## src/rtl/spec_trk_pkg.sv

```systemverilog
package spec_trk_pkg;
   // access size code: bytes = 2**code
   typedef enum logic [1:0] {
      SZ_BYTE  = 2'd0,
      SZ_HALF  = 2'd1,
      SZ_WORD  = 2'd2,
      SZ_DWORD = 2'd3
   } acc_size_e;

   localparam int unsigned DEF_ENTRIES = 16;
   localparam int unsigned DEF_REG_W   = 7;
   localparam int unsigned DEF_ADDR_W  = 32;
   localparam int unsigned DEF_SIZE_W  = 2;
endpackage

```

## src/rtl/spec_trk_overlap.sv

```systemverilog
module spec_trk_overlap #(
   parameter int unsigned ADDR_W = 32,
   parameter int unsigned SIZE_W = 2
) (
   input  logic [ADDR_W-1:0] a_addr,
   input  logic [SIZE_W-1:0] a_size,
   input  logic [ADDR_W-1:0] b_addr,
   input  logic [SIZE_W-1:0] b_size,
   output logic              hit
);
   localparam int unsigned EXT_W = ADDR_W + 1;

   logic [EXT_W-1:0] a_lo, a_hi, b_lo, b_hi;

   always_comb begin
      a_lo = {1'b0, a_addr};
      b_lo = {1'b0, b_addr};
      a_hi = a_lo + (EXT_W'(1) << a_size);
      b_hi = b_lo + (EXT_W'(1) << b_size);
      hit  = (a_lo < b_hi) && (b_lo < a_hi);
   end
endmodule

```

## src/rtl/spec_trk_slot.sv

```systemverilog
module spec_trk_slot #(
   parameter int unsigned REG_W  = 7,
   parameter int unsigned ADDR_W = 32,
   parameter int unsigned SIZE_W = 2
) (
   input  logic              clk,
   input  logic              rst_n,
   input  logic              flush,
   input  logic              wr_en,
   input  logic              wr_live,
   input  logic [REG_W-1:0]  wr_reg,
   input  logic [ADDR_W-1:0] wr_addr,
   input  logic [SIZE_W-1:0] wr_size,
   input  logic              st_vld,
   input  logic [ADDR_W-1:0] st_addr,
   input  logic [SIZE_W-1:0] st_size,
   input  logic [REG_W-1:0]  q_reg,
   output logic              live,
   output logic              q_hit,
   output logic              ins_hit
);
   logic              live_q;
   logic [REG_W-1:0]  reg_q;
   logic [ADDR_W-1:0] addr_q;
   logic [SIZE_W-1:0] size_q;
   logic              st_ov;
   logic              kill;

   spec_trk_overlap #(.ADDR_W(ADDR_W), .SIZE_W(SIZE_W)) u_ov (
      .a_addr (addr_q),
      .a_size (size_q),
      .b_addr (st_addr),
      .b_size (st_size),
      .hit    (st_ov)
   );

   assign kill    = st_vld && st_ov;
   assign live    = live_q;
   assign q_hit   = live_q && !kill && (reg_q == q_reg);
   assign ins_hit = live_q && (reg_q == wr_reg);

   always_ff @(posedge clk) begin
      if (!rst_n) begin
         live_q <= 1'b0;
         reg_q  <= '0;
         addr_q <= '0;
         size_q <= '0;
      end else begin
         if (flush)      live_q <= 1'b0;
         else if (wr_en) live_q <= wr_live;
         else if (kill)  live_q <= 1'b0;
         if (wr_en) begin
            reg_q  <= wr_reg;
            addr_q <= wr_addr;
            size_q <= wr_size;
         end
      end
   end
endmodule

```

## src/rtl/spec_trk_age.sv

```systemverilog
module spec_trk_age #(
   parameter int unsigned ENTRIES = 16,
   localparam int unsigned IDX_W  = $clog2(ENTRIES)
) (
   input  logic               clk,
   input  logic               rst_n,
   input  logic               wr_en,
   input  logic [IDX_W-1:0]   wr_idx,
   input  logic [ENTRIES-1:0] live,
   output logic [IDX_W-1:0]   oldest
);
   // older_q[i][j] = entry i was written before entry j
   logic [ENTRIES-1:0] older_q [ENTRIES];
   logic [ENTRIES-1:0] cand;

   for (genvar i = 0; i < ENTRIES; i++) begin : g_row
      always_ff @(posedge clk) begin
         if (!rst_n) begin
            older_q[i] <= '0;
         end else if (wr_en) begin
            for (int j = 0; j < ENTRIES; j++) begin
               if (IDX_W'(i) == wr_idx)      older_q[i][j] <= 1'b0;
               else if (IDX_W'(j) == wr_idx) older_q[i][j] <= 1'b1;
            end
         end
      end

      always_comb begin
         cand[i] = live[i];
         for (int j = 0; j < ENTRIES; j++) begin
            if (j != i && live[j] && !older_q[i][j]) cand[i] = 1'b0;
         end
      end
   end

   always_comb begin
      oldest = '0;
      for (int i = ENTRIES - 1; i >= 0; i--) begin
         if (cand[i]) oldest = IDX_W'(i);
      end
   end
endmodule

```

## src/rtl/spec_load_tracker.sv

```systemverilog
module spec_load_tracker
   import spec_trk_pkg::*;
#(
   parameter int unsigned ENTRIES = DEF_ENTRIES,
   parameter int unsigned REG_W   = DEF_REG_W,
   parameter int unsigned ADDR_W  = DEF_ADDR_W,
   parameter int unsigned SIZE_W  = DEF_SIZE_W
) (
   input  logic              clk,
   input  logic              rst_n,
   input  logic              flush_all,
   input  logic              ins_vld,
   input  logic [REG_W-1:0]  ins_reg,
   input  logic [ADDR_W-1:0] ins_addr,
   input  logic [SIZE_W-1:0] ins_size,
   input  logic              st_vld,
   input  logic [ADDR_W-1:0] st_addr,
   input  logic [SIZE_W-1:0] st_size,
   input  logic              chk_vld,
   input  logic [REG_W-1:0]  chk_reg,
   output logic              chk_ok,
   output logic              chk_redo
);
   localparam int unsigned IDX_W    = $clog2(ENTRIES);
   localparam int unsigned MAX_SHFT = (1 << SIZE_W) - 1;

   if (ENTRIES < 2 || (1 << IDX_W) != ENTRIES) begin : g_bad_entries
      $error("ENTRIES must be a power of two, at least 2");
   end
   if (MAX_SHFT >= ADDR_W) begin : g_bad_size
      $error("largest access must be smaller than the address space");
   end
   if (REG_W < 1) begin : g_bad_reg
      $error("REG_W must be positive");
   end

   logic [ENTRIES-1:0] live, q_hit, ins_hit, wr_en;
   logic [IDX_W-1:0]   hit_idx, free_idx, oldest_idx, victim;
   logic               any_hit, any_free, ins_st_ov, wr_live;

   spec_trk_overlap #(.ADDR_W(ADDR_W), .SIZE_W(SIZE_W)) u_ins_ov (
      .a_addr (ins_addr),
      .a_size (ins_size),
      .b_addr (st_addr),
      .b_size (st_size),
      .hit    (ins_st_ov)
   );
   assign wr_live = !(st_vld && ins_st_ov);

   for (genvar i = 0; i < ENTRIES; i++) begin : g_slot
      assign wr_en[i] = ins_vld && (victim == IDX_W'(i));
      spec_trk_slot #(.REG_W(REG_W), .ADDR_W(ADDR_W), .SIZE_W(SIZE_W)) u_slot (
         .clk     (clk),
         .rst_n   (rst_n),
         .flush   (flush_all),
         .wr_en   (wr_en[i]),
         .wr_live (wr_live),
         .wr_reg  (ins_reg),
         .wr_addr (ins_addr),
         .wr_size (ins_size),
         .st_vld  (st_vld),
         .st_addr (st_addr),
         .st_size (st_size),
         .q_reg   (chk_reg),
         .live    (live[i]),
         .q_hit   (q_hit[i]),
         .ins_hit (ins_hit[i])
      );
   end

   spec_trk_age #(.ENTRIES(ENTRIES)) u_age (
      .clk    (clk),
      .rst_n  (rst_n),
      .wr_en  (ins_vld),
      .wr_idx (victim),
      .live   (live),
      .oldest (oldest_idx)
   );

   // victim: same register, else lowest free slot, else oldest record
   always_comb begin
      hit_idx  = '0;
      free_idx = '0;
      for (int i = ENTRIES - 1; i >= 0; i--) begin
         if (ins_hit[i]) hit_idx  = IDX_W'(i);
         if (!live[i])   free_idx = IDX_W'(i);
      end
      any_hit  = |ins_hit;
      any_free = ~&live;
      if (any_hit)       victim = hit_idx;
      else if (any_free) victim = free_idx;
      else               victim = oldest_idx;
   end

   assign chk_ok   = chk_vld && !flush_all && (|q_hit);
   assign chk_redo = chk_vld && !chk_ok;
endmodule

```

## config.mk

```make
export PLATFORM = sky130hd
export DESIGN_NAME = spec_load_tracker
export DESIGN_NICKNAME = d
export VERILOG_FILES = /design/src/rtl/spec_trk_pkg.sv /design/src/rtl/spec_trk_overlap.sv /design/src/rtl/spec_trk_slot.sv /design/src/rtl/spec_trk_age.sv /design/src/rtl/spec_load_tracker.sv
export SDC_FILE = /design/constraint.sdc
export NUM_CORES = 2
export LEC_CHECK = 0
export CORE_ASPECT_RATIO = 2
export CORE_MARGIN = 2
export CORE_UTILIZATION = 41
export CTS_BUF_LIST = sky130_fd_sc_hd__clkbuf_2
export CTS_CLUSTER_SIZE = 24
export DETAILED_ROUTE_END_ITERATION = 10
export HOLD_SLACK_MARGIN = 0.06
export MAX_ROUTING_LAYER = met4
export PLACE_DENSITY = 0.61
export SYNTH_ARGS = -nofsm -noshare
export SYNTH_HDL_FRONTEND = slang
export SYNTH_SLANG_ARGS = --single-unit
```

## constraint.sdc

```tcl
create_clock -name clk -period 9.25 [get_ports clk]
set_input_delay 1.3875 -clock clk [delete_from_list [all_inputs] [get_ports clk]]
set_output_delay 1.3875 -clock clk [all_outputs]
set_load 0.005 [all_outputs]
```

==> metrics.cfg <==
[pwr]
combPwrFrac = 0.171
p_sw_frac = 0.3396
vdd_drop_max_mv = 0.07682
intPower_w = 0.005693
power_leakage_nw = 33.69
p_sw_w = 0.002927
seqPwrFrac = 0.487
p_clk_frac = 0.342
p_total_w = 0.008620
power_density_mw_per_mm2 = 106.3

[synthesis]
synth_cell_types = 97
syn_nets = 9649
synth_edf_count = 240
avgSynthCellArea_um2 = 8.703
synth_flop_cell = dfxtp_1
yosysWarnings = 0
synthArstFlopShare = 0
synth_area_leaders = ha_1, dfxtp_1, edfxtp_1, mux2i_1, xor2_1
syn_area_mm2 = 0.07326
ys_seq_area_frac = 0.2820
syn_inst = 8417
yosys.area.top_type = ha_1
synth_top_area_share = 0.1923
ys_ff_latch = 912

[layout]
layoutNonFillerInstCount = 11160
nets = 9890
layout_commonest_cell = ha_1
utilization = 0.4558
synthToLayoutAreaGrowth_pct = 10.65
final_cell_mix = ha_1, nand2_1, dfxtp_1
n_fill_cell = 17330
drive_above_1_share = 0.09485

[clock_network]
clk_pin_slew_ns = 0.14
cts_tree = built
cts_made_buffers = 228
cts_max_level = 4
cts.sinks = 912
clk_latency_ns = 1.64
cts_buffer_depth = 4
ctsHoldBuffers = 0
clockRootBuffer = clkbuf_2

[route]
drtPass1Iterations = 10
postRouteWirelength_mm = 312.3
post_drt_via_cell_ratio = 6.133
wl_per_cell_um = 27.98
postRouteAntennaNets = 0
drt-initial-drc-count = 4871
remaining_drc_errors = 14
vias = 68450

[die]
core_area_mm2 = 0.1778
placementRows = 219
dieArea_mm2 = 0.1823
initial_core_util = 0.4119
pin_count = 90
die_w_um = 302.9
die_height_um = 601.8

[place]
numPlacedInstances = 10740
dp_hpwl_mm = 236.7
globalplace.congestion = 1.040
io_buffers = 89

[setup_path]
critPathArrivalTime_ns = 7.62
crit_required_ns = 7.86
cp-end-kind = primary output
worstPathMaxFanout = 5
regToRegStartpoint = g_slot[9].u_slot.live
reg2reg_depth = 13
startpoint = g_slot[1].u_slot.size_q[0]
startpoint_type = register
path_class = reg -> out

[worst_hold_path]
holdCritPathClass = in -> reg
hold_start = rst_n
whs_path_depth = 3

[grt]
grt_max_degree = 177
antenna_found_initial = 15
globalRouteOverflowTotal = 0
grt_pass1_vias = 68140
grt_pass1_wl_mm = 451.9
grt_usage = 0.3472

[sta]
rsz0062_at_grt = true
worstMarginPinSlew_ns = 1.410
fmax_mhz = 111.0
post-route-min-period_ns = 9.012
hold_viol = 0
finalCritPeriodShare = 0.9742
setup_tns_ns = 0
drv_slew = 0
setup_viol = 0
skew_ns = 0.1915
slew_headroom = 0.05788

[outcome]
violations = design-rule violations
status = finished with violations

[job]
drv_cap = 0

==> cell families after synthesis <==
logic type               Yosys count  synth area share
flip-flops                       912            0.2820
multiplexers                     380           0.05192
XOR/XNOR                         764           0.09134
adder cells (fa/ha/maj)         1144            0.1972
buffers and inverters            527           0.03081
AND/OR/NAND/NOR                 3114            0.2132
AO/OA/AOI/OAI                   1576            0.1334
==> power groups by stage <==
stage,sequential (W),clock [W],combinational [W]
2_1_floorplan,0.00426,0,0.000758
3_3_place_gp,0.00428,0,0.00140
3_5_place_dp,0.00428,0,0.00144
4_1_cts,0.00419,0.00301,0.00145
5_1_grt,0.00420,0.00317,0.00159
6_report,0.00419,0.00295,0.00148
==> synth_stat cells, drive strengths merged, types with 18 or more instances <==
cell / count
dfxtp: 672
and3: 87
nand3b: 45
nor4: 76
buf: 144
nand2b: 209
mux2i: 380
o211ai: 50
nor3: 85
a2111oi: 40
fa: 18
and4: 82
nand4: 281
xor2: 416
a21o: 153
nor3b: 19
or3: 22
a31oi: 31
nand3: 575
nand2: 899
o21ai: 588
clkbuf: 284
o2111ai: 64
or2b: 23
a21oi: 372
xnor2: 348
and2: 72
ha: 1126
inv: 97
nor2: 491
nor2b: 102
o31ai: 19
edfxtp: 240
o21a: 35
a211oi: 80
==> state kept, by name (all words and copies together), names as in the netlist <==
register and count:
g_slot.u_slot.addr_q 512, g_slot.u_slot.live 16, g_slot.u_slot.reg_q 112, g_slot.u_slot.size_q 32, u_age.older_q 240
==> area by class of cell <==
class,instances,area (um2),share of cell area
well taps,2320,2903,0.03581
inverters,99,376.6,0.004646
repair buffers,439,4023,0.04963
diodes,17,42.54,0.0005248
multi-input cells,6978,51010,0.6293
clock inverters,88,498.0,0.006144
clock buffers,308,1541,0.01902
flip-flops and latches,912,20660,0.2549
==> stage by stage <==
stage | instance area [um2] | worst slack, ns | hold WS (ns)
2_1_floorplan | 73260 | 1.494 | 0.4489
3_3_place_gp | 78540 | -0.3557 | 0.4595
3_5_place_dp | 78540 | -0.3590 | 0.4753
4_1_cts | 80740 | -0.003570 | 0.1863
5_1_grt | 81050 | -0.05759 | 0.2777
6_report | 81060 | 0.2383 | 0.3211
==> final timing paths <==
check	slack, ns	end
setup / recovery	0.24	chk_redo
hold / removal	0.32	g_slot[6].u_slot.addr_q[24]
setup reg to reg	3.18	u_age.older_q[1][33]
hold reg to reg	0.49	g_slot[7].u_slot.addr_q[0]
==> metal layers <==
layer / global-route usage / vias up / wire (um)
li1: - / 31370 / -
met1: 0.3212 / 32450 / 101800
met2: 0.5862 / 3005 / 152400
met3: 0.05985 / 1626 / 18120
met4: 0.3537 / 0 / 39980
met5: - / - / 0
==> worst max-delay path, stage by stage (launching register included) <==
cell and delay (ns):
dfxtp_1 0.42, nor2_1 0.07, ha_1 0.21, fa_1 0.45
a211oi_2 0.39, buf_4 0.19, nor2_1 0.07, xnor2_1 0.17
ha_1 0.30, a211o_1 0.29, a21oi_1 0.34, o211ai_1 0.28
a2111o_1 0.58, a21oi_4 0.38, o32ai_1 0.27, a311oi_1 0.32
nand4_1 0.20, nor4bb_1 0.33, a22o_2 0.25, clkdlybuf4s50_1 0.52
==> what timing repair did <==
| action | in CTS | in global routing |
|---|---|---|
| setup buffers | 3 | 5 |
| setup endpoints to repair | 2 | 2 |
| pin swaps | 2 | 8 |
| resized for setup | 28 | 69 |
| hold endpoints to repair | 0 | 0 |
(Power assumes the default switching activity.)
